[config.mk]
export PLATFORM = sky130hd
export DESIGN_NAME = byte_codec_port
export DESIGN_NICKNAME = d
export VERILOG_FILES = /design/src/rtl/byte_codec_port.sv
export SDC_FILE = /design/constraint.sdc
export NUM_CORES = 1
export LEC_CHECK = 0
export BUFFER_PORTS_ARGS = -buffer_cell sky130_fd_sc_hd__buf_2
export CELL_PAD_IN_SITES_DETAIL_PLACEMENT = 0
export CELL_PAD_IN_SITES_GLOBAL_PLACEMENT = 1
export CORE_MARGIN = 3
export CORE_UTILIZATION = 53
export CTS_CLUSTER_SIZE = 8
export DETAILED_ROUTE_END_ITERATION = 8
export HOLD_SLACK_MARGIN = 0.06
export PLACE_DENSITY = 0.84
export SLEW_MARGIN = 15
export SYNTH_ARGS = -nofsm -noshare
export SYNTH_HDL_FRONTEND = slang
export SYNTH_SLANG_ARGS = --single-unit
[constraint.sdc]
create_clock -name clk -period 4.9 [get_ports clk]
set_input_delay 0.98 -clock clk [delete_from_list [all_inputs] [get_ports clk]]
set_output_delay 0.98 -clock clk [all_outputs]
set_load 0.02 [all_outputs]
[src/rtl/byte_codec_port.sv]
module byte_codec_port #(
  parameter int DIV_W = 8,
  parameter int DEPTH = 16
) (
  input  logic                     clk,
  input  logic                     rst_n,
  input  logic                     enable,
  input  logic [DIV_W-1:0]         div_val,
  input  logic                     tx_wr,
  input  logic [7:0]               tx_data,
  output logic                     tx_full,
  output logic [$clog2(DEPTH):0]   tx_level,
  input  logic                     rx_rd,
  output logic [7:0]               rx_data,
  output logic                     rx_empty,
  output logic [$clog2(DEPTH):0]   rx_level,
  output logic                     underrun,
  output logic                     codec_bclk,
  output logic                     codec_sync,
  output logic                     codec_dout,
  input  logic                     codec_din
);
  localparam int AW = $clog2(DEPTH);
  localparam int LW = AW + 1;
  localparam logic [3:0] LAST = 4'd8;

  function automatic logic [AW-1:0] nxt(input logic [AW-1:0] p);
    return (p == AW'(DEPTH - 1)) ? '0 : p + 1'b1;
  endfunction

  logic [DIV_W-1:0] div_q, cnt;
  logic             bclk_q, sync_q, dout_q;
  logic [3:0]       slot;
  logic [7:0]       tx_sh, rx_sh;

  wire tick = enable && (cnt == div_q);
  wire rise = tick && !bclk_q;
  wire fall = tick && bclk_q;

  logic [7:0]    tx_mem [DEPTH];
  logic [AW-1:0] tx_wp, tx_rp;
  logic [LW-1:0] tx_cnt;
  wire tx_push = tx_wr && !tx_full;
  wire tx_take = rise && (slot == 4'd0);
  wire tx_pop  = tx_take && (tx_cnt != '0);
  wire [7:0] tx_byte = (tx_cnt == '0) ? 8'h00 : tx_mem[tx_rp];

  logic [7:0]    rx_mem [DEPTH];
  logic [AW-1:0] rx_wp, rx_rp;
  logic [LW-1:0] rx_cnt;
  wire rx_push = fall && (slot == LAST) && (rx_cnt != LW'(DEPTH));
  wire rx_pop  = rx_rd && (rx_cnt != '0);

  assign tx_full    = (tx_cnt == LW'(DEPTH));
  assign tx_level   = tx_cnt;
  assign rx_empty   = (rx_cnt == '0);
  assign rx_level   = rx_cnt;
  assign rx_data    = rx_mem[rx_rp];
  assign codec_bclk = bclk_q;
  assign codec_sync = sync_q;
  assign codec_dout = dout_q;

  always_ff @(posedge clk or negedge rst_n) begin
    if (!rst_n) begin
      div_q <= '0; cnt <= '0; bclk_q <= 1'b0; slot <= LAST;
      sync_q <= 1'b0; dout_q <= 1'b0; tx_sh <= '0; rx_sh <= '0;
    end else if (!enable) begin
      div_q <= div_val; cnt <= '0; bclk_q <= 1'b0; slot <= LAST;
      sync_q <= 1'b0; dout_q <= 1'b0;
    end else begin
      cnt <= tick ? '0 : cnt + 1'b1;
      if (tick) bclk_q <= ~bclk_q;
      if (rise) begin
        slot   <= (slot == LAST) ? 4'd0 : slot + 4'd1;
        sync_q <= (slot == LAST);
        if (slot == LAST) begin
          dout_q <= 1'b0;
        end else if (slot == 4'd0) begin
          dout_q <= tx_byte[7];
          tx_sh  <= {tx_byte[6:0], 1'b0};
        end else begin
          dout_q <= tx_sh[7];
          tx_sh  <= {tx_sh[6:0], 1'b0};
        end
      end
      if (fall) rx_sh <= {rx_sh[6:0], codec_din};
    end
  end

  always_ff @(posedge clk or negedge rst_n) begin
    if (!rst_n) underrun <= 1'b0;
    else if (!enable) underrun <= 1'b0;
    else if (tx_take && tx_cnt == '0) underrun <= 1'b1;
  end

  always_ff @(posedge clk or negedge rst_n) begin
    if (!rst_n) begin
      tx_wp <= '0; tx_rp <= '0; tx_cnt <= '0;
      rx_wp <= '0; rx_rp <= '0; rx_cnt <= '0;
    end else begin
      if (tx_push) tx_wp <= nxt(tx_wp);
      if (tx_pop)  tx_rp <= nxt(tx_rp);
      tx_cnt <= tx_cnt + LW'(tx_push) - LW'(tx_pop);
      if (rx_push) rx_wp <= nxt(rx_wp);
      if (rx_pop)  rx_rp <= nxt(rx_rp);
      rx_cnt <= rx_cnt + LW'(rx_push) - LW'(rx_pop);
    end
  end

  always_ff @(posedge clk) begin
    if (tx_push) tx_mem[tx_wp] <= tx_data;
    if (rx_push) rx_mem[rx_wp] <= {rx_sh[6:0], codec_din};
  end


  bclk_idle_chk: assert property (@(posedge clk) disable iff (!rst_n)
    !enable |=> !codec_bclk);


  sync_on_rise_chk: assert property (@(posedge clk) disable iff (!rst_n)
    $rose(codec_sync) |-> $rose(codec_bclk));


  dout_on_rise_chk: assert property (@(posedge clk) disable iff (!rst_n || !enable)
    ($past(enable) && !$stable(codec_dout)) |-> $rose(codec_bclk));


  underrun_sticky_chk: assert property (@(posedge clk) disable iff (!rst_n)
    (underrun && enable) |=> underrun);


  tx_level_bound_chk: assert property (@(posedge clk) disable iff (!rst_n)
    tx_level <= LW'(DEPTH));


  rx_level_bound_chk: assert property (@(posedge clk) disable iff (!rst_n)
    rx_level <= LW'(DEPTH));
endmodule

# Yosys cells after proc, flatten, opt, wreduce, memory -nomap -nowiden
# Memories as Yosys holds them, arrays and structs flattened.
# Index checks and enable logic that the tools add are counted.
# W data, S select, Z words.
dict set report op_classes {
  muxes 25
  reduce_logical 19
  eq_ne 11
  n_addsub 10
  n_bitwise 2
}
# cell n
set op_table {}
lappend op_table {{$mux W8} 4}
lappend op_table {{$mux W4} 7}
lappend op_table {{$add A4 B1 Y4 const B} 5}
lappend op_table {{$eq A4 B4 Y1 const B} 5}
lappend op_table {{$mux W1} 14}
lappend op_table {{$add A5 B1 Y5} 2}
lappend op_table {{$logic_and A1 B1 Y1} 10}
lappend op_table {{$logic_not A5 Y1} 2}
lappend op_table {{$reduce_bool A5 Y1} 2}
lappend op_table {{$sub A5 B1 Y5} 2}
lappend op_table {{$add A8 B1 Y8 const B} 1}
lappend op_table {{$eq A8 B8 Y1} 1}
lappend op_table {{$ne A2 B1 Y1 const B} 3}
lappend op_table {{$eq A5 B5 Y1 const B} 1}
lappend op_table {{$ne A5 B5 Y1 const B} 1}
lappend op_table {{$logic_not A4 Y1} 1}
lappend op_table {{$reduce_and A3 Y1} 1}
lappend op_table {{$logic_not A1 Y1} 2}
lappend op_table {{$not A1 Y1} 2}
lappend op_table {{$reduce_and A2 Y1} 1}
dict set report totals {
  ramBits 256
  memories 2
  reg_bits 65
}
# name words word_bits read_ports rd_ports_with_merged_regs wr line_no
set memory_table {}
lappend memory_table {rx_mem 16 8 1 0 1 48} ;# logic [7:0] rx_mem [DEPTH];
lappend memory_table {tx_mem 16 8 1 0 1 40} ;# logic [7:0] tx_mem [DEPTH];

# Logic depth before layout (Yosys ltp)
# Gate-level depths: netlist of run 1.
dict set report depth {
  ltp_word 7
  ltp_mapped 17
}

# Worst setup path after synthesis of run 1
# OpenSTA, ideal clock, no wires.
dict set report synth_path {
  path_kind {register to register}
  from {reg tx_cnt[3] (netlist: tx_level[3])}
  to {reg tx_cnt[4] (netlist: tx_level[4])}
  stages_incl_launch_ff 15
  setup_ns 0.123
  arrival_time_ns 3.027
  n_path_buf 1
  synth_period_minus_slack_ns 3.150
  setup_slack_ns 1.750
  cell_sequence {dfrtp_1 inv_1 ha_1 nor4bb_1 nor2b_1 clkbuf_1 inv_1 ha_1 inv_1 ha_1 fa_1 a21oi_1 nor2_1 nor2_1 xnor2_1}
}
dict set report synth_via {
  elab_chain_len 5
  elab_cells_between_ends 7
  classes_between {2 x add/sub; 1 x eq/ne; 4 x reduce/logical}
}
# element line_no
set synth_rtl {}
lappend synth_rtl {{start: declaration} 42} ;# logic [LW-1:0] tx_cnt;
lappend synth_rtl {{start signal: assignment} 103} ;# tx_cnt <= tx_cnt + LW'(tx_push) - LW'(tx_pop);
lappend synth_rtl {{$eq A5 B5 Y1} 54} ;# assign tx_full = (tx_cnt == LW'(DEPTH));
lappend synth_rtl {{net tx_full} 11} ;# output logic tx_full,
lappend synth_rtl {{$logic_not A1 Y1} 43} ;# wire tx_push = tx_wr && !tx_full;
lappend synth_rtl {{$logic_and A1 B1 Y1} 43}
lappend synth_rtl {{$add A5 B1 Y5} 103}
lappend synth_rtl {{$sub A5 B1 Y5} 103}
# The timed path passes the listed nets, and every way through them passes these cells.
# A chain may end at the register's enable or synchronous reset.

# Worst setup path after layout of run 1
dict set report layout_path {
  from {reg rx_rp[1]}
  to {out rx_data[7]}
}
dict set report layout_via {
  elab_chain_len 1
}
# element line_no
set layout_rtl {}
lappend layout_rtl {{start: declaration} 49} ;# logic [AW-1:0] rx_wp, rx_rp;
lappend layout_rtl {{start signal: assignment} 105} ;# if (rx_pop) rx_rp <= nxt(rx_rp);
lappend layout_rtl {{$mem_v2 Z16 W8} --}
lappend layout_rtl {{end: declaration} 14} ;# output logic [7:0] rx_data,
# No other way between the ends.

==> results.sh, run 1 <==
export IMPL_die_width_um=164
export IMPL_finalHoldViolCount=0
export IMPL_first_pass_iters=5
export IMPL_ant_nets=0
export IMPL_initial_core_util=0.542
export IMPL_cp_data_required_time_ps=3920
export IMPL_min_delay_path_depth=2
export IMPL_rrSetupSlack_ps=1370
export IMPL_place_worst_setup_slack_ps=1260
export IMPL_synth_adder_area_share=0.0266
export IMPL_synth_cell_area_mm2=0.0133
export IMPL_total_power_after_layout_uw=7440
export IMPL_grt_max_degree=41
export IMPL_clock_tree_skew_after_final_layout_ps=17.9
export IMPL_hold_slack_ps=481
export IMPL_critical_path_arrival_ps=2890
export IMPL_grt_antenna_before_repair=0
export IMPL_max_slew_margin_rel=0.328
export IMPL_worst_slack_ps=1030
export IMPL_timing_hold_worst_start="tx_sh[6]"
export IMPL_outcome="finished, final reports clean"
export IMPL_layout_commonest_cell="edfxtp_1"
export IMPL_cts_resized_gates=0
export IMPL_crit_path_top_delay_cell="dfrtp_1"
export IMPL_coreArea_mm2=0.0245
export IMPL_first_pass_grt_wire_length_mm=41.8
export IMPL_p_per_area_mw_per_mm2=492
export IMPL_flow_area_growth_from_synthesis_pct=14.0
export IMPL_grt_overflow_total=0
export IMPL_grt_setup_unrepaired="false"
export IMPL_post_dp_hpwl_mm=16.6
export IMPL_vias_in_the_first_global_route=7459
export IMPL_root_buffer_cell="clkbuf_16"
export IMPL_r2r_end="rx_level[4]"
export IMPL_worst_r2r_path_depth=15
export IMPL_ys_seq_elements=320
export IMPL_cts_clk_slew_worst_paths_ps=50
export IMPL_cp_max_fo=20
export IMPL_synthXorXnorAreaFrac=0.0172
export IMPL_synth_area_in_compound_gates=0.0441
export IMPL_crit_type="flip-flop to output port"
export IMPL_power_static_leakage_uw=0.00548
export IMPL_peakVddDrop_uv=335
export IMPL_gpl_congestion=0.784
export IMPL_finalSetupViolCount=0
export IMPL_final_period_minus_worst_setup_slack_ps=3870
export IMPL_clk_path_buf_depth=3
export IMPL_final_max_slew_viol_count=0
export IMPL_layout_common_cells="256 x edfxtp_1, 61 x dfrtp_1, 48 x mux4_2"
export IMPL_detail_route_wl_per_cell_um=21.6
export IMPL_die_height_um=164
export IMPL_remaining_drc_errors=0
export IMPL_timing_setup_tns_ps=0
export IMPL_avgSynthCellArea_um2=17.2
export IMPL_routed_via_count=7012
export IMPL_min_path_type="flip-flop to flip-flop"
export IMPL_crit_path_max_incr_delay_ps=890
export IMPL_critical_path_endpoint_type="output port"
export IMPL_skew_pair_late_insertion_delay_ps=530
export IMPL_synth_top_family_by_area="multiplexers"
export IMPL_num_antenna_cells=0
export IMPL_max_slew_worst_pin_slew_ps=1010
export IMPL_fill_cells=1696
export IMPL_placement_rows=57
export IMPL_yosys_warnings=0
export IMPL_synth_enable_flop_cells=256
export IMPL_drt_initial_drc_count=647
export IMPL_synth_cell_type_count=55
export IMPL_post_drt_via_cell_ratio=5.87
export IMPL_final_nets=884
export IMPL_setup_worst_path_start="rx_rp[1]"
export IMPL_timing_max_cap_violations=0
export IMPL_routed_wl_mm=25.8
export IMPL_postCtsSetupRepairBufs=0
export IMPL_timing_final_crit_share=0.789
export IMPL_cp_cell_sequence="and2_1 -> a221oi_1 -> a22oi_1 -> nand2_1 -> buf_2"
export IMPL_synth_sequential_area_ratio=0.700
export IMPL_synth_fp_nets=820
export IMPL_max_freq_mhz=259
export IMPL_post_cts_hold_buffer_count=0
export IMPL_synthSimpleGateAreaFrac=0.0591
export IMPL_min_delay_worst_endpoint="tx_sh[6]"
export IMPL_synth_area_mux_share=0.132
export IMPL_cts_htree_levels=2
export IMPL_port_buffers=45
export IMPL_cts_tree="yes"
export IMPL_start_kind="flip-flop"
export IMPL_critical_path_reg2reg_startpoint="cnt[0]"
export IMPL_grt_util_all_layers=0.201
export IMPL_synth_cells=771
export IMPL_cts_buffers=45
export IMPL_ys_async_sr_fraction=0.200
export IMPL_dominantRegCellSynth="edfxtp_1"
export IMPL_clock_sinks=320
export IMPL_boundaryPins=46
export IMPL_drive_above_1_share=0.218
export IMPL_floorplan_die_area_mm2=0.0270
## worst max-delay path by stage
stage / end / slack [ps] / cells after the start
final: rx_data[7] / 1030 / 5
after global routing: rx_data[7] / 800 / 5
after CTS: rx_data[7] / 980 / 5
after detailed placement: rx_level[4] / 1260 / 14
after global placement: rx_level[4] / 1390 / 14
after floorplan: tx_level[4] / 1750 / 14
## registers in the layout, summed over array words and instances (netlist names), 4 cells and up
register and flops:
rx_wp 4, tx_level 5, tx_rp 4, rx_rp 4, cnt 8, div_q 8
tx_mem 128, rx_mem 128, rx_level 5, tx_sh 7, tx_wp 4, slot 4
rx_sh 7
## critical path: cells and delay by family, from the launching register on
family / cells / cell delay, ps
compound gates: 2 / 470
simple gates: 2 / 820
flops: 1 / 890
buf+inv: 1 / 170
## power by group
part           leakage [µW]  total, µW  switching [µW]  internal, µW
Combinational       0.00173       1300             734           565
Sequential          0.00314       3350             233          3120
Clock              0.000614       2790            1070          1720
## cell type report
cell class              instances  area [µm²]  share of cell area
clock inverters                 3        41.3             0.00273
clock buffers                  80        1260              0.0831
repair buffers                 57         328              0.0217
flip-flops and latches        320        9290               0.614
multi-input cells             385        3700               0.245
inverters                      26        97.6             0.00645
well taps                     324         405              0.0268
## synthesized netlist by cell type, drive strengths merged (2+ instances only)
cell type  count  area (µm²)
xnor2         10        87.6
nor2b         10        62.6
nand3         28         140
o31ai          2        15.0
o21ai         17        85.1
nand2         31         116
a22o           2        17.5
a21oi         12        60.1
a22oi          8        60.1
a211oi         2        15.0
a21o           7        52.6
fa             2        40.0
nor3           2        15.0
buf           19         100
a31oi          4        25.0
ha            25         313
dfrtp         63        1580
clkbuf        21        80.1
o2111ai        5        43.8
nor2          19        71.3
edfxtp       256        7690
xor2          16         140
mux2i         40         400
mux4          48        1080
a31o           2        17.5
and3          10        62.6
and2           8        50.1
and4          13         115
nor4           3        37.5
mux2          24         270
inv           25        93.8
nor4b          5        50.0
nor3b          3        22.5
a221oi        16         140
nand4          3        25.0
## metrics by stage
stage          cell area (µm²)   util  std cells
2_1_floorplan            13300      -        771
4_1_cts                  15100  0.618       1195
3_5_place_dp             13800  0.565       1112
5_1_grt                  15100  0.618       1195
6_report                 15100  0.618       1195
3_3_place_gp             13800  0.565       1112
## layer usage
layer / routed length (µm) / GRT usage / vias up
met1: 10200 / 0.266 / 3563
met4: 530 / 0.0581 / 0
met3: 1450 / 0.0340 / 44
met5: 0 / 0 / -
met2: 13600 / 0.345 / 237
li1: - / - / 3168
## cells by family after synthesis
kind of cell / Yosys count
multiplexers: 112
AND/OR/NAND/NOR: 137
flip-flops: 320
adder cells (fa/ha/maj): 27
buffers and inverters: 66
XOR/XNOR: 26
AO/OA/AOI/OAI: 83
(Power assumes the default switching activity.)
==> run 2, diff against run 1 <==
ABC_AREA = 1   (was default)
CORE_UTILIZATION = 50   (was 53)
clock period = 4 ns   (was 4.9 ns; I/O delays follow)
==> run 2 against run 1 <==
Against the previous run: synthesized cell count increased by 60%; die area up 8.3%; combinational power is 50% higher; sequential power up 20%; global-route usage increased by 0.24 points; setup slack got worse by 540 ps; largest power group unchanged; critical endpoint is now rx_data[5]; register-to-register slack lost 320 ps; power grew 27%; cell area is 2.4% higher; non-clock buffer count increased by 9.
==> results.sh, run 2 <==
export IMPL_finalSetupViolCount=0
export IMPL_worst_path_buf_inv=2
export IMPL_synth_area_leaders="edfxtp_1 57%, dfrtp_1 12%, nand2_1 7.2%"
export IMPL_yosys_area_top_type="edfxtp_1"
export IMPL_p_per_area_mw_per_mm2=612
export IMPL_remaining_drc_errors=0
export IMPL_layout_top_registers="rx_mem x128, tx_mem x128"
export IMPL_cts_clk_slew_worst_paths_ps=50
export IMPL_detail_route_wl_per_cell_um=17.5
export IMPL_synth_sequential_area_ratio=0.683
export IMPL_initial_core_util=0.515
export IMPL_layout_common_cells="260 x nand2_1, 256 x edfxtp_1, 176 x nor2_1"
export IMPL_start_kind="flip-flop"
export IMPL_ys_async_sr_fraction=0.200
export IMPL_routed_via_count=8926
export IMPL_ant_nets=0
export IMPL_drt_initial_drc_count=743
export IMPL_grt_util_all_layers=0.203
export IMPL_min_path_type="input pin to async pin"
export IMPL_drive_above_1_share=0.0976
export IMPL_synth_enable_flop_cells=256
export IMPL_cts_resized_gates=0
export IMPL_first_pass_iters=5
export IMPL_post_drt_via_cell_ratio=5.39
export IMPL_cts_buffers=46
export IMPL_synth_top_cell_area_share=0.565
export IMPL_cp_max_fo=21
export IMPL_skew_pair_late_insertion_delay_ps=530
export IMPL_timing_critical_path_max_delay_family="buffers and inverters"
export IMPL_timing_setup_tns_ps=0
export IMPL_synth_cell_type_count=35
export IMPL_postCtsSetupRepairBufs=0
export IMPL_grt_overflow_total=0
export IMPL_clock_sinks=320
export IMPL_critical_path_endpoint_type="output port"
export IMPL_post_synth_top_count_cell="nand2_1"
export IMPL_critical_path_top_cell_by_count="o21ai_0"
export IMPL_floorplan_die_area_mm2=0.0292
export IMPL_routed_wl_mm=28.9
export IMPL_cts_tree="yes"
export IMPL_synth_cells=1230
export IMPL_die_width_um=171
export IMPL_max_slew_worst_pin_slew_ps=1050
export IMPL_critical_path_arrival_ps=2700
export IMPL_placement_rows=59
export IMPL_stdcell_area_mm2=0.0155
export IMPL_grt_max_degree=68
export IMPL_gpl_congestion=0.808
export IMPL_fill_cells=2180
export IMPL_layout_commonest_cell="nand2_1"
export IMPL_die_height_um=171
export IMPL_port_buffers=45
export IMPL_num_antenna_cells=0
export IMPL_post_dp_hpwl_mm=17.9
export IMPL_synth_fp_nets=1279
export IMPL_crit_path_max_incr_delay_ps=610
export IMPL_flow_area_growth_from_synthesis_pct=13.8
export IMPL_post_synth_most_frequent_cells="260 x nand2_1, 256 x edfxtp_1, 176 x nor2_1, 119 x o21ai_0, 77 x inv_1"
export IMPL_grt_setup_unrepaired="false"
export IMPL_crit_path_top_delay_cell="dfrtp_1"
export IMPL_final_max_slew_viol_count=0
export IMPL_synth_cell_area_mm2=0.0136
export IMPL_power_static_leakage_uw=0.00612
export IMPL_clock_tree_skew_after_final_layout_ps=15.3
export IMPL_avgSynthCellArea_um2=11.1
export IMPL_yosys_warnings=0
export IMPL_max_slew_margin_rel=0.297
export IMPL_clk_path_buf_depth=3
export IMPL_grt_antenna_before_repair=0
export IMPL_crit_type="flip-flop to output port"
export IMPL_first_pass_grt_wire_length_mm=46.3
export IMPL_max_freq_mhz=285
export IMPL_finalHoldViolCount=0
export IMPL_dominantRegCellSynth="edfxtp_1"
export IMPL_place_area_mm2=0.0142
export IMPL_vias_in_the_first_global_route=8699
export IMPL_cp_cell_sequence="inv_1 -> o21ai_0 -> o221a_2 -> o21ai_0 -> buf_2"
export IMPL_timing_final_crit_share=0.876
export IMPL_boundaryPins=46
export IMPL_ys_seq_elements=320
export IMPL_root_buffer_cell="clkbuf_16"
export IMPL_final_period_minus_worst_setup_slack_ps=3500
export IMPL_peakVddDrop_uv=529
export IMPL_final_nets=1342
export IMPL_outcome="finished, final reports clean"
export IMPL_coreArea_mm2=0.0264
export IMPL_cts_htree_levels=2
export IMPL_timing_max_cap_violations=0
export IMPL_post_cts_hold_buffer_count=0
export IMPL_cp_data_required_time_ps=3200
run 2: layout make-up:
cell class,count,area (µm²),share of cell area
multi-input cells,775,3760,0.243
repair buffers,66,383,0.0247
clock buffers,73,1270,0.0823
clock inverters,4,41.3,0.00267
well taps,335,419,0.0271
flip-flops and latches,320,9290,0.600
inverters,84,315,0.0204
run 2: path summary, 6_finish.rpt:
path	endpoint	start	cells past startpoint	slack [ps]
worst max register to register	rx_level[4]	cnt[6]	13	1050
worst min register to register	codec_dout	codec_dout	2	480
worst min-delay path	div_q[7]	rst_n	1	360
min in group clk	div_q[7]	div_val[7]	3	470
worst max-delay path	rx_data[5]	rx_rp[1]	5	500
max in group asynchronous	rx_rp[0]	rst_n	2	2860
run 2: layer usage:
layer  wire length [µm]  vias up  GRT usage
met5                  0        -          0
met4                913        0     0.0819
met3               1580       66     0.0321
met2              14000      254      0.338
met1              12400     4240      0.269
li1                   -     4366          -
run 2: worst reg2reg max path: stages (launching register included):
cell and delay [ps]:
dfrtp_1 420, xnor2_1 210, nand2_1 80, nor2_1 150, nand3_2 130, nor2_4 320, nand2_4 190, ha_1 330
inv_1 60, ha_1 150, inv_1 60, fa_1 400, o21ai_0 220, xor2_1 150
run 2: report_power, final:
part           internal, µW  switching (µW)
clock                  2160            1330
combinational           616            1330
sequential             3840             193
run 2: cells by family after synthesis:
kind of cell,Yosys count,synth area share
AOI/OAI and AO/OA,189,0.0762
xor gates and xnor gates,19,0.0122
adders and majority gates,27,0.0259
buffers and inverters,135,0.0408
DFF,320,0.683
and+or+nand+nor,540,0.162
run 2: stage by stage:
| step | power, µW | std cells | hold WS (ps) | utilization | setup WS, ps |
|---|---|---|---|---|---|
| after floorplan | 5420 | 1230 | 450 | - | 1200 |
| after global placement | 6010 | 1580 | 467 | 0.536 | 931 |
| after detailed placement | 6040 | 1580 | 476 | 0.536 | 879 |
| after CTS | 9550 | 1657 | 365 | 0.586 | 520 |
| after global routing | 9960 | 1657 | 392 | 0.586 | 244 |
| final | 9470 | 1657 | 356 | 0.586 | 497 |
